<file path="config.mk">
export PLATFORM = sky130hd
export DESIGN_NAME = casc_subarb
export DESIGN_NICKNAME = d
export VERILOG_FILES = /design/src/rtl/subarb_pkg.sv /design/src/rtl/subarb_rr_pick.sv /design/src/rtl/subarb_grant_ctl.sv /design/src/rtl/casc_subarb.sv
export SDC_FILE = /design/constraint.sdc
export NUM_CORES = 1
export LEC_CHECK = 0
export CAP_MARGIN = 20
export CORE_MARGIN = 2
export CORE_UTILIZATION = 46
export DETAILED_ROUTE_END_ITERATION = 7
export PLACE_DENSITY = 0.71
export SETUP_SLACK_MARGIN = 0.4
export SLEW_MARGIN = 20
export SYNTH_ARGS = -nofsm -noshare
export SYNTH_HDL_FRONTEND = slang
export SYNTH_SLANG_ARGS = --single-unit
</file>
<file path="constraint.sdc">
create_clock -name clk -period 1.46 [get_ports clk]
set_input_delay 0.292 -clock clk [delete_from_list [all_inputs] [get_ports clk]]
set_output_delay 0.292 -clock clk [all_outputs]
set_load 0.02 [all_outputs]
</file>
<file path="src/rtl/subarb_pkg.sv">
package subarb_pkg;
  typedef enum logic {ST_IDLE, ST_OWN} own_state_t;
endpackage

</file>
<file path="src/rtl/subarb_rr_pick.sv">
module subarb_rr_pick #(
  parameter int N_MST = 3,
  parameter int IDX_W = (N_MST > 1) ? $clog2(N_MST) : 1
) (
  input  logic [N_MST-1:0] req,
  input  logic [IDX_W-1:0] last,
  output logic [IDX_W-1:0] win,
  output logic             hit
);
  // search begins one past the last owner and wraps
  always_comb begin
    int cand;
    win = '0;
    hit = 1'b0;
    cand = 0;
    for (int off = 1; off <= N_MST; off++) begin
      cand = (int'(last) + off) % N_MST;
      if (!hit && req[cand]) begin
        hit = 1'b1;
        win = IDX_W'(cand);
      end
    end
  end
endmodule

</file>
<file path="src/rtl/subarb_grant_ctl.sv">
module subarb_grant_ctl
  import subarb_pkg::*;
#(
  parameter int N_MST = 3,
  parameter int IDX_W = (N_MST > 1) ? $clog2(N_MST) : 1
) (
  input  logic             clk,
  input  logic             rst_n,
  input  logic             pwr_down,
  input  logic             frame_act,
  input  logic             stop_act,
  input  logic             up_gnt,
  input  logic [N_MST-1:0] req,
  output logic [N_MST-1:0] gnt
);
  own_state_t       st_q, st_d;
  logic [IDX_W-1:0] owner_q, owner_d;
  logic [IDX_W-1:0] last_q, last_d;
  logic             stop_seen_q, stop_seen_d;
  logic [N_MST-1:0] gnt_q, gnt_d;
  logic [IDX_W-1:0] win;
  logic             hit;
  logic             stop_hit;
  logic             may_move;

  subarb_rr_pick #(.N_MST(N_MST), .IDX_W(IDX_W)) u_pick (
    .req (req),
    .last(last_q),
    .win (win),
    .hit (hit)
  );

  assign stop_hit = stop_seen_q | stop_act;
  assign may_move = !frame_act && (!req[owner_q] || stop_hit);

  always_comb begin
    st_d        = st_q;
    owner_d     = owner_q;
    last_d      = last_q;
    stop_seen_d = stop_seen_q;
    gnt_d       = gnt_q;
    if (pwr_down) begin
      st_d        = ST_IDLE;
      stop_seen_d = 1'b0;
      gnt_d       = '0;
    end else if (st_q == ST_IDLE) begin
      if (up_gnt && hit) begin
        st_d        = ST_OWN;
        owner_d     = win;
        stop_seen_d = 1'b0;
        gnt_d       = '0;
        gnt_d[win]  = 1'b1;
      end
    end else begin
      if (!up_gnt || may_move) begin
        st_d        = ST_IDLE;
        last_d      = owner_q;
        stop_seen_d = 1'b0;
        gnt_d       = '0;
      end else begin
        stop_seen_d = stop_hit;
      end
    end
  end

  always_ff @(posedge clk or negedge rst_n) begin
    if (!rst_n) begin
      st_q        <= ST_IDLE;
      owner_q     <= '0;
      last_q      <= IDX_W'(N_MST - 1);
      stop_seen_q <= 1'b0;
      gnt_q       <= '0;
    end else begin
      st_q        <= st_d;
      owner_q     <= owner_d;
      last_q      <= last_d;
      stop_seen_q <= stop_seen_d;
      gnt_q       <= gnt_d;
    end
  end

  assign gnt = gnt_q;
endmodule

</file>
<file path="src/rtl/casc_subarb.sv">
module casc_subarb #(
  parameter int N_MST    = 3,
  parameter int SYNC_STG = 2
) (
  input  logic             clk,
  input  logic             rst_n,
  input  logic             pwr_down,
  input  logic             bus_frame_n,
  input  logic             bus_stop_n,
  input  logic             up_gnt_n,
  output logic             up_req_n,
  input  logic [N_MST-1:0] mst_req_n,
  output logic [N_MST-1:0] mst_gnt_n
);
  localparam int IDX_W = (N_MST > 1) ? $clog2(N_MST) : 1;

  logic [SYNC_STG-1:0] rst_sync_q;
  logic                rst_s_n;
  logic                up_req_q, up_req_d;
  logic [N_MST-1:0]    gnt;

  // asynchronous assertion, synchronous release
  generate
    if (SYNC_STG == 1) begin : g_sync1
      always_ff @(posedge clk or negedge rst_n) begin
        if (!rst_n) rst_sync_q <= '0;
        else        rst_sync_q <= 1'b1;
      end
    end else begin : g_syncn
      always_ff @(posedge clk or negedge rst_n) begin
        if (!rst_n) rst_sync_q <= '0;
        else        rst_sync_q <= {rst_sync_q[SYNC_STG-2:0], 1'b1};
      end
    end
  endgenerate
  assign rst_s_n = rst_sync_q[SYNC_STG-1];

  assign up_req_d = !pwr_down && (mst_req_n != '1);

  always_ff @(posedge clk or negedge rst_s_n) begin
    if (!rst_s_n) up_req_q <= 1'b0;
    else          up_req_q <= up_req_d;
  end

  subarb_grant_ctl #(.N_MST(N_MST), .IDX_W(IDX_W)) u_ctl (
    .clk      (clk),
    .rst_n    (rst_s_n),
    .pwr_down (pwr_down),
    .frame_act(!bus_frame_n),
    .stop_act (!bus_stop_n),
    .up_gnt   (!up_gnt_n),
    .req      (~mst_req_n),
    .gnt      (gnt)
  );

  assign up_req_n  = !up_req_q;
  assign mst_gnt_n = ~gnt;
endmodule

</file>
After elaboration in Yosys (flattened, before gate mapping)
Cells that the tools add are included.
{"block": "totals", "ff_bits": 12, "inputBits": 9, "output_inout_bits": 4, "word_cells": 76}
{"block": "op_classes", "addsub": 3, "n_div": 3, "magnitude_cmp": 6, "n_eq_ne": 2, "muxes": 31, "n_bitwise": 5, "reduce_logical": 19}
{"op": "< comparator 32 x 4 -> 1 bit (second input constant)", "n": 3}
{"op": "modulo 32 x 3 -> 32 bit (second input constant)", "n": 3}
{"op": "2-to-1 mux 1 bit", "n": 19}
{"op": "2-to-1 mux 3 bit", "n": 4}
{"op": "binary-select mux 1 bit (select 2 bit)", "n": 4}
{"op": "logical NOT 1 bit", "n": 7}
{"op": "adder 2 x 2 -> 3 bit (second input constant)", "n": 2}
{"op": "logical AND 1 bit", "n": 6}
{"op": "< comparator 2 x 3 -> 1 bit (second input constant)", "n": 2}
{"op": "2-to-1 mux 2 bit", "n": 3}
{"op": "!= test 3 bit (second input constant)", "n": 2}
{"op": "inverter 3 bit", "n": 2}
{"op": "AND reduction 3 bit", "n": 2}
{"op": "adder 2 x 1 -> 3 bit (second input constant)", "n": 1}
{"op": "nonzero test 3 bit", "n": 1}
{"op": "demux 1 bit (select 2 bit)", "n": 1}
{"op": ">= comparator 2 x 1 -> 1 bit (second input constant)", "n": 1}
{"op": "logical OR 1 bit", "n": 2}
{"op": "inverter 1 bit", "n": 2}
{"op": "AND reduction 2 bit", "n": 1}
{"op": "bitwise OR 1 bit", "n": 1}

Longest topological paths before layout
Gate-level depths: netlist of the first run.
{"block": "depth", "depth_word": 19, "ltp_mapped": 8, "ltp_nobuf": 7}

Modules after synthesis
A second synthesis of the first run with hierarchy kept.
{"block": "hier_totals", "hier_cells": 77, "area_unflattened_um2": 695.7}
{"mod": "subarb_grant_ctl", "n_inst": 1, "cells_each": 42, "area_per_inst_um2": 441.7, "seq_area_each_um2": 226.5}
{"mod": "subarb_rr_pick", "n_inst": 1, "cells_each": 20, "area_per_inst_um2": 131.4, "seq_area_each_um2": 0.0}
{"mod": "casc_subarb", "n_inst": 1, "cells_each": 15, "area_per_inst_um2": 122.6, "seq_area_each_um2": 75.1}

Worst setup path after synthesis of the first run
OpenSTA, ideal clock, no wires.
{"block": "synth_timing", "kind": "register to register", "from": "register u_ctl.last_q[1]", "to": "register u_ctl.gnt_q[0] (netlist: u_ctl.gnt[0])", "setup_ns": 0.121, "arrival_ns": 1.776, "required_time_ns": 1.339, "path_slack_ns": -0.436, "stages_incl_launch_ff": 7, "n_path_buf": 0, "period_less_slack_ns": 1.896, "path_cell_list": "dfstp_2 -> ha_1 -> or2_2 -> a21oi_1 -> or4_4 -> o21ai_2 -> a22o_1"}
{"block": "synth_between", "elab_chain_cells": 19, "word_cells_on_any_way": 36, "cone_classes": "3 x add/sub; 3 x div; 2 x order compare; 20 x mux; 8 x reduce/logical"}
{"item": "from (decl)", "line": "subarb_grant_ctl.sv:18", "text": "logic [IDX_W-1:0] last_q, last_d;"}
{"item": "from (signal assigned)", "line": "subarb_grant_ctl.sv:70", "text": "last_q <= IDX_W'(N_MST - 1);"}
{"item": "from (signal assigned)", "line": "subarb_grant_ctl.sv:76", "text": "last_q <= last_d;"}
{"item": "adder 2 x 1 -> 3 bit", "line": "subarb_rr_pick.sv:17", "text": "cand = (int'(last) + off) % N_MST;"}
{"item": "modulo 32 x 3 -> 32 bit", "line": "subarb_rr_pick.sv:17"}
{"item": "binary-select mux 1 bit (select 2 bit)", "line": "subarb_rr_pick.sv:18", "text": "if (!hit && req[cand]) begin"}
{"item": "2-to-1 mux 1 bit (implied by the code) (2 in series)", "line": "subarb_rr_pick.sv:18"}
{"item": "2-to-1 mux 1 bit", "line": "subarb_rr_pick.sv:18"}
{"item": "logical NOT 1 bit", "line": "subarb_rr_pick.sv:18"}
{"item": "logical AND 1 bit", "line": "subarb_rr_pick.sv:18"}
{"item": "2-to-1 mux 1 bit", "line": "subarb_rr_pick.sv:18"}
{"item": "[2 not listed]"}
{"item": "2-to-1 mux 2 bit", "line": "subarb_rr_pick.sv:18"}
{"item": "< comparator 2 x 3 -> 1 bit (implied by the code) or >= comparator 2 x 1 -> 1 bit (tied branches)", "line": "subarb_grant_ctl.sv:52", "text": "gnt_d[win] = 1'b1;"}
{"item": "logical AND 1 bit (implied by the code)", "line": "subarb_grant_ctl.sv:52"}
{"item": "2-to-1 mux 1 bit (implied by the code)", "line": "subarb_grant_ctl.sv:52"}
{"item": "demux 1 bit (select 2 bit)"}
{"item": "2-to-1 mux 3 bit", "line": "subarb_grant_ctl.sv:47", "text": "if (up_gnt && hit) begin"}
{"item": "2-to-1 mux 3 bit", "line": "subarb_grant_ctl.sv:46", "text": "end else if (st_q == ST_IDLE) begin"}
{"item": "2-to-1 mux 3 bit", "line": "subarb_grant_ctl.sv:42", "text": "if (pwr_down) begin"}
{"item": "to (signal assigned)", "line": "subarb_grant_ctl.sv:78", "text": "gnt_q <= gnt_d;"}
{"item": "to (decl)", "line": "subarb_grant_ctl.sv:20", "text": "logic [N_MST-1:0] gnt_q, gnt_d;"}
Parallel ways exist; a longest one is shown, timed or not. The select of a mux whose other input is x is not followed.
A chain may end at the register's enable or synchronous reset.

Worst setup path after layout of the first run
{"block": "layout_timing", "from": "register u_ctl.last_q[1]", "to": "register u_ctl.owner_q[1]"}
{"block": "layout_between", "elab_chain_cells": 14, "word_cells_on_any_way": 27, "cone_classes": "3 x add/sub; 3 x div; 15 x mux; 6 x reduce/logical"}
{"item": "adder 2 x 1 -> 3 bit", "line": "subarb_rr_pick.sv:17"}
{"item": "modulo 32 x 3 -> 32 bit", "line": "subarb_rr_pick.sv:17"}
{"item": "binary-select mux 1 bit (select 2 bit)", "line": "subarb_rr_pick.sv:18"}
{"item": "2-to-1 mux 1 bit (implied by the code) (2 in series)", "line": "subarb_rr_pick.sv:18"}
{"item": "2-to-1 mux 1 bit", "line": "subarb_rr_pick.sv:18"}
{"item": "logical NOT 1 bit", "line": "subarb_rr_pick.sv:18"}
{"item": "logical AND 1 bit", "line": "subarb_rr_pick.sv:18"}
{"item": "2-to-1 mux 1 bit", "line": "subarb_rr_pick.sv:18"}
{"item": "logical NOT 1 bit", "line": "subarb_rr_pick.sv:18"}
{"item": "logical AND 1 bit", "line": "subarb_rr_pick.sv:18"}
{"item": "2-to-1 mux 1 bit", "line": "subarb_rr_pick.sv:18"}
{"item": "logical AND 1 bit", "line": "subarb_grant_ctl.sv:47"}
{"item": "AND reduction 3 bit (no line)"}
{"item": "to (signal assigned)", "line": "subarb_grant_ctl.sv:75", "text": "owner_q <= owner_d;"}
{"item": "to (decl)", "line": "subarb_grant_ctl.sv:17", "text": "logic [IDX_W-1:0] owner_q, owner_d;"}
Parallel ways exist; a longest one is shown, timed or not. The select of a mux whose other input is x is not followed.

==> results.txt, run 1 <==
The run finished, with violations left. The final reports fail on negative setup slack. The critical path is of the reg -> reg type. In the global route stage, overall resource usage came out at 0.244. STA classifies the critical path endpoint as a register. The number of max-slew violations in the final report is 0.

The post-synthesis share of cell area spent on xor and xnor gates came out at 0. The tree is rooted in a clkbuf_4. The required arrival time at the worst endpoint is 1640 ps.

The count of endpoints failing setup in the final report is 9. The ratio of final minimum period to clock period came out at 1.32. The net switching power is roughly 0.0011 W.

The antenna diode instance count came out at 0. Of the total power, the share spent switching nets is 0.421. Static timing analysis puts the maximum clock frequency at ~0.52 GHz. The worst hold path class is reg -> async.

Walking the worst path, the cells encountered are inv_4 -> ha_4 -> mux2_4 -> buf_4 -> o22ai_4 -> o41ai_2 -> buf_4 -> a21o_1. The worst setup margin came out at -471 ps. The maximum VDD drop is between 1500 and 2000 uV.

The post-detailed-route DRC marker count is 0. In this run, synthesis inferred 0 flip-flops with an integrated enable. In this run the tool buffered the top-level ports with 12 buffer cells.

The arrival time at the worst endpoint came out at roughly 2100 ps. The placeable core area came out at between 1500 and 2000 sq um. The detailed router's first-iteration violation count is 16. The post-route non-filler standard cell count came out at 140.

The total number of vias is ~800. Of all nets on the critical path, the largest fanout is 4. The tool flagged a number of max-cap violations equal to 0. The total number of clock tree sinks came out at 12. The async set or reset register ratio after synthesis is 1.00.

After synthesis, the share of cell area in mux cells is 0.0463. The number of instances in the synthesized netlist came out at 86. The worst setup path is launched from a register. The detailed-route wire length per cell is around 16 um. The share of total power in the clock network is 0.098. The die width is 45.3 um. The count of final hold-check violations is 0. The via count of the first global-routing pass came to 787. In the synthesized netlist the dominant register cell turns out to be dfrtp_1. The post-synthesis compound-gate area fraction is 0.279.

The largest individual stage delay along the critical path comes from the cell dfstp_2. The part of the Yosys area used for sequential elements came out at 0.384. The floorplan step set the die height to 45.3 um.

The total iterations of the first detailed-routing run is 5. The number of vias per cell is between 5 and 6. In this run the core area contains 14 standard-cell rows. Entering global routing, the biggest net connects 12 pins. The reported leakage power is 0.580 nW. Fill cells in the final layout number 86. Leaving out fill and tap cells, the most frequent cell in the layout is buf_4.

Global routing finished with a remaining overflow of 0. The first global-routing pass estimated around 3500 um of wire. The minimum clock period came out at between 1500 and 2000 ps. The share of synthesized cell area in full adder, half adder and majority cells came out at 0.0478.

The effective utilization at floorplan came out at 0.503. By area, the combinational part of the netlist is dominated by compound AO/OA/AOI/OAI gates. The share of the synthesized area in the top cell type is 0.351.

TritonCTS built the clock tree. The number of antenna violations at the first check in global routing came out at 0. In the post-synthesis netlist, the biggest area contributors are dfrtp_1, a21oi_1, nand2b_1. The worst setup skew after layout is about 9.3 ps. The post-synthesis to final-layout area growth is 66.7%. The fraction of power consumed by sequential logic is 0.203. The number of nets handed over by synthesis was between 90 and 100. Dividing the synthesized area by the synthesized cell count gives around 9 sq um.

The global placement routability congestion is between 0.8 and 0.9. Of the total power, combinational logic draws 0.700. The biggest area consumer among synthesized cells is dfrtp_1. For this run, the number of Yosys warnings is 0.

The final layout contains routed wiring with a total length of about 2200 um. The area of the mapped netlist came out at just under 800 sq um. The final layout net count is around 140. The sum of internal, switching and leakage power is between 0.002 and 0.003 W. The internal power of the cells totals between 0.0015 and 0.002 W. The number of antenna-violating nets in the routed design is 0.

For this design the ratio of total power to cell area is roughly 2100 nW/um^2. The CTS buffer count came out at 3. The placed wire-length estimate is 1510 um. The most numerous cell on the critical path is buf_4. The register bit total from synthesis is 12. In this design, the stage delay of the slowest critical-path cell is 590 ps. The number of ports placed on the die boundary is 13. The simple-gate share of the synthesized area came out at 0.172. Setup repair after global routing could not meet its margin everywhere. After clock tree synthesis, the clock-pin slew on the worst setup and hold paths is ~80 ps. In the layout the commonest cells are buf_4, dfrtp_1, inv_1, a21oi_1, nand2b_1. The die covers 2050 sq um.

The number of distinct library cells after synthesis came out at 37. The instance count after placement with tap cells included came out at about 130. The worst-case clock buffer depth came out at 2. The layout cell share with drive strength beyond 1 came out at 0.524. The level count of the clock H-tree is 1. At the later pin of the worst-skew pair, clock insertion delay measures about 280 ps.
[synthesized netlist by cell type (all sizes together) (2+ instances only)]
cell,count
inv,11
o21ai,4
a31oi,2
a21oi,12
nor2,3
dfrtp,11
o21a,2
o22ai,2
nor3,2
mux2,2
a21o,2
ha,3
or2,3
nand2b,8
o41ai,2
[path summary, 6_finish.rpt]
kind | start | to | slack [ps] | cells past startpoint
max in group asynchronous | rst_sync_q[1] | u_ctl.last_q[1] | 970 | 0
hold / removal | rst_sync_q[1] | u_ctl.st_q | 150 | 0
setup / recovery | u_ctl.last_q[1] | u_ctl.owner_q[1] | -470 | 8
setup reg to reg | u_ctl.last_q[1] | u_ctl.owner_q[1] | -470 | 8
hold reg to reg | rst_sync_q[1] | u_ctl.st_q | 150 | 0
min in group clk | rst_sync_q[0] | rst_sync_q[1] | 370 | 0
[logic make-up (layout without fill, tap and decap cells)]
kind of cell,Yosys count,count (layout)
compound gates,32,32
fa+ha+maj,3,3
buf+inv,13,51
flops,12,12
mux,3,3
other cells,1,1
simple gates,22,22
[critical path, delay by kind of cell, from the launching register on]
kind                     cells  cell delay (ps)
buffers and inverters        3              380
AO/OA/AOI/OAI                3              380
multiplexers                 1              310
flip-flops                   1              590
adder cells (fa/ha/maj)      1              170
[through the flow]
stage          setup WS [ps]  hold slack, ps  setup TNS, ps  area (sq um)   util
3_5_place_dp            -588             178          -4760          1130  0.724
6_report                -471             154          -3340          1310  0.839
3_3_place_gp            -597             166          -4840          1130  0.724
2_1_floorplan           -360           -3.59          -2280           850      -
4_1_cts                 -450             175          -2950          1230  0.790
5_1_grt                 -539             173          -3900          1310  0.839
[registers in the layout, summed over array words and instances (netlist names)]
signal / flops
rst_sync_q: 2
u_ctl.gnt: 3
u_ctl.last_q: 2
u_ctl.owner_q: 2
u_ctl.st_q: 1
u_ctl.stop_seen_q: 1
up_req_q: 1
[metal layers]
layer  global-route usage  up-vias  routed length (um)
met5                    0        -                   0
met4               0.0471        0                   0
met3               0.0840        0                 123
met2                0.423       27                1200
met1                0.293      394                 910
li1                     -      383                   -
[power by group through the flow]
stage | Clock [W] | Combinational, W | Sequential, W
2_1_floorplan | 0 | 0.000865 | 0.000537
3_3_place_gp | 0 | 0.00139 | 0.000539
3_5_place_dp | 0 | 0.00142 | 0.000543
4_1_cts | 0.000266 | 0.00162 | 0.000536
5_1_grt | 0.000285 | 0.00201 | 0.000557
6_report | 0.000263 | 0.00189 | 0.000547
[layout make-up]
cell class / count / area [sq um] / share of cell area
Sequential cell: 12 / 303 / 0.232
Tap cell: 16 / 20.0 / 0.0153
Timing Repair Buffer: 36 / 300 / 0.230
Inverter: 11 / 43.8 / 0.0335
Multi-Input combinational cell: 61 / 604 / 0.462
Clock buffer: 4 / 36.3 / 0.0278
[repair_timing]
action | CTS | global route
hold buffers | 0 | 0
resized for setup | 39 | 13
setup endpoints to repair | 13 | 13
pin swaps | 2 | 4
buffers inserted | 2 | 1
Note: power is estimated with default switching activity, not from simulation.
==> run 2, diff against run 1 <==
--- a/config.mk
+++ b/config.mk
@@ -9,6 +9,7 @@
 export CORE_MARGIN = 2
 export CORE_UTILIZATION = 46
 export DETAILED_ROUTE_END_ITERATION = 7
+export GPL_ROUTABILITY_DRIVEN = 0
 export PLACE_DENSITY = 0.71
 export SETUP_SLACK_MARGIN = 0.4
 export SLEW_MARGIN = 20
==> results of run 2 <==
Same layout as run 1: the final DEF is identical, and so are final timing and power.
==> run 3, diff against run 2 <==
--- a/config.mk
+++ b/config.mk
@@ -11,7 +11,7 @@
 export DETAILED_ROUTE_END_ITERATION = 7
 export GPL_ROUTABILITY_DRIVEN = 0
 export PLACE_DENSITY = 0.71
-export SETUP_SLACK_MARGIN = 0.4
+export SETUP_SLACK_MARGIN = 0.15
 export SLEW_MARGIN = 20
 export SYNTH_ARGS = -nofsm -noshare
 export SYNTH_HDL_FRONTEND = slang
==> run 3 against run 2 <==
Net effect: the run still ends with negative setup slack left; non-clock buffer count down 1; utilization decreased by 2.1 points; sequential power rose by 0.7%; sequential cell count did not move; total power is 1.3% lower; die area unchanged; hold slack got worse by 5.5 ps; critical endpoint is now u_ctl.gnt[0]; largest power group unchanged.
==> results.txt, run 3 (synthesized netlist as in run 1, its figures left out) <==
The number of ports placed on the die boundary is 13 (unchanged). The ratio of final minimum period to clock period is 1.35 (+0.0225). The number of max-slew violations in the final report came to 0 (unchanged). The count of endpoints failing setup in the final report came out at 9 (unchanged).

The layout cell share with drive strength beyond 1 is 0.504 (-0.0201). The global route total overflow came out at 0 (unchanged). TritonCTS built the clock tree. The checks that failed: negative setup slack. The combinational share of power came out at 0.693 (-0.007).

The number of antenna violations at the first check in global routing is 0 (unchanged). The path class of the tightest hold or removal check is reg -> async. The root buffer cell is clkbuf_4. The highest clock rate is 0.509 GHz (-1.7%).

The row count came out at 14 (unchanged). The total number of vias came to 800 (-0.50%). The power per cell area is 2090 nW/um^2 (+1.2%). The post-route non-filler standard cell count is 139 (-0.71%).

The clock slew at the register clock pins of the worst setup and hold paths is 80 ps (about the same). The die boundary height came out at 45.3 um (unchanged). The hold-fix buffer count after cts came to 0 (unchanged). The CTS buffer count is 3 (unchanged). The maximum cell stage delay along the critical path was 600 ps (about the same). The total number of clock tree sinks was 12 (unchanged). The count of final hold-check violations came out at 0 (unchanged). The final layout net count came out at 136 (-0.73%). The maximum net fanout on the critical path came to 4 (unchanged). The most frequent standard cell in the layout excluding fill and tap cells is buf_4. The count of port buffers added during placement was 12 (unchanged).

In the layout the commonest cells are buf_4, dfrtp_1, inv_1. The flow ran to the end, but the final reports show violations. The effective utilization at floorplan came out at 0.503 (unchanged).

The internal power summed over all cells came out at 0.00151 W (-3.2%). The instance count after placement with tap cells included came out at 133 (unchanged). The kind of critical path is reg -> reg. The total iterations of the first detailed-routing run was 4 (-1). The arrival time at the worst endpoint came out at 2190 ps (+80 ps).

The number of flip-flops under the largest register name came out at 3 (unchanged). The required arrival time at the worst endpoint came to 1680 ps (+40 ps). The worst-skew pair later-pin latency came out at 280 ps (about the same). The antenna diode instance count came to 0 (unchanged). The placeable core area came out at 1560 sq um (unchanged).

The aggregate routed wire length was 2360 um (+5.4%). The maximum VDD drop is 1840 uV (-2.4%). The die width is 45.3 um (unchanged). The number of vias per cell is 5.76 (+0.22%). The reported leakage power is 0.567 nW (-2.3%). The wire length of the first global-routing pass is 3480 um (-0.40%). Among all stages on the critical path, the largest delay is contributed by dfstp_2.

The number of fill cells in the layout is 96 (+12%). The fraction of power consumed by sequential logic is 0.207 (+0.004). The post-detailed-route DRC marker count was 0 (unchanged). The number of max-cap violations came out at 0 (unchanged). The share of total power in the clock network came out at 0.101 (+0.003).

The placed wire-length estimate came out at 1510 um (unchanged). The level count of the clock H-tree came out at 1 (unchanged). The worst slack at placement came out at -588 ps (unchanged).

The area of the die is 2050 sq um (unchanged). The net switching share of the total power came out at 0.432 (+0.0108). The minimum clock period came out at 1960 ps (+32.9 ps). Setup repair after global routing could not meet its margin everywhere.

The detailed router's first-iteration violation count is 19 (+3). The net switching power is 0.00115 W (+1.2%). The worst setup margin was -504 ps (-32.9 ps). The largest net degree at the start of global routing is 12 (unchanged). The total global routing track utilization is 0.243 (-0.000831).

STA classifies the critical path endpoint as a register. The detailed-route wire length per cell was 17.0 um (+6.2%). The via count of the first global-routing pass came out at 782 (-0.64%).

The worst setup skew after layout came out at 12.7 ps (+3.33 ps). The worst-case clock buffer depth is 2 (unchanged). The number of antenna-violating nets in the routed design came out at 0 (unchanged). Walking the worst path, the cells encountered are inv_4 -> ha_4 -> mux2_4 -> o221ai_2 -> or4_4 -> o21ai_4 -> a22o_1. STA classifies the critical path startpoint as a register. The post-synthesis to final-layout area growth is 62.5%.
run 3: area by class of cell:
| class | count | area, sq um | share of cell area |
|---|---|---|---|
| clock buffers | 4 | 36.3 | 0.0285 |
| repair buffers | 35 | 268 | 0.210 |
| inverters | 11 | 43.8 | 0.0343 |
| multi-input cells | 61 | 604 | 0.474 |
| flip-flops and latches | 12 | 303 | 0.237 |
| well taps | 16 | 20.0 | 0.0157 |
run 3: final timing paths:
| path | start | endpoint | slack, ps | cells past startpoint |
|---|---|---|---|---|
| setup reg to reg | u_ctl.last_q[1] | u_ctl.gnt[0] | -500 | 7 |
| hold / removal | rst_sync_q[1] | u_ctl.st_q | 150 | 0 |
| hold reg to reg | rst_sync_q[1] | u_ctl.st_q | 150 | 0 |
| setup / recovery | u_ctl.last_q[1] | u_ctl.gnt[0] | -500 | 7 |
| max in group asynchronous | rst_sync_q[1] | u_ctl.last_q[1] | 970 | 0 |
| min in group clk | rst_sync_q[0] | rst_sync_q[1] | 370 | 0 |
run 3: power by group through the flow:
| stage | sequential, W | combinational [W] | clock [W] |
|---|---|---|---|
| final | 0.000551 | 0.00184 | 0.000268 |
| after global routing | 0.000561 | 0.00197 | 0.000285 |
| after CTS | 0.000537 | 0.00158 | 0.000266 |
| after detailed placement | 0.000543 | 0.00142 | 0 |
| after global placement | 0.000539 | 0.00139 | 0 |
| after floorplan | 0.000537 | 0.000865 | 0 |
run 3: worst max-delay path, delay by kind of cell, from the launching register on:
kind            cells  cell delay, ps
flops               1             600
simple gates        1             480
compound gates      3             400
mux                 1             210
fa+ha+maj           1             170
buf+inv             1              60
run 3: repair_timing:
action,in CTS,in global routing
setup buffers,1,1
pin swaps,2,4
resized for setup,23,15
endpoints found under the setup margin,13,13
cloned,0,0
run 3: through the flow:
stage | hold WS (ps) | area, sq um | setup TNS (ps) | util | power [W]
final | 148 | 1270 | -3520 | 0.818 | 0.00266
after global routing | 169 | 1270 | -4080 | 0.818 | 0.00282
after CTS | 175 | 1220 | -2950 | 0.782 | 0.00238
after detailed placement | 178 | 1130 | -4760 | 0.724 | 0.00196
after global placement | 166 | 1130 | -4840 | 0.724 | 0.00193
after floorplan | -3.59 | 850 | -2280 | - | 0.00140
run 3: layer usage:
metal / track usage / share of wire / vias to the layer above
li1: - / - / 381
met1: 0.293 / 0.41 / 391
met2: 0.420 / 0.53 / 21
met3: 0.0840 / 0.039 / 7
met4: 0.0471 / 0.020 / 0
met5: 0 / 0 / -
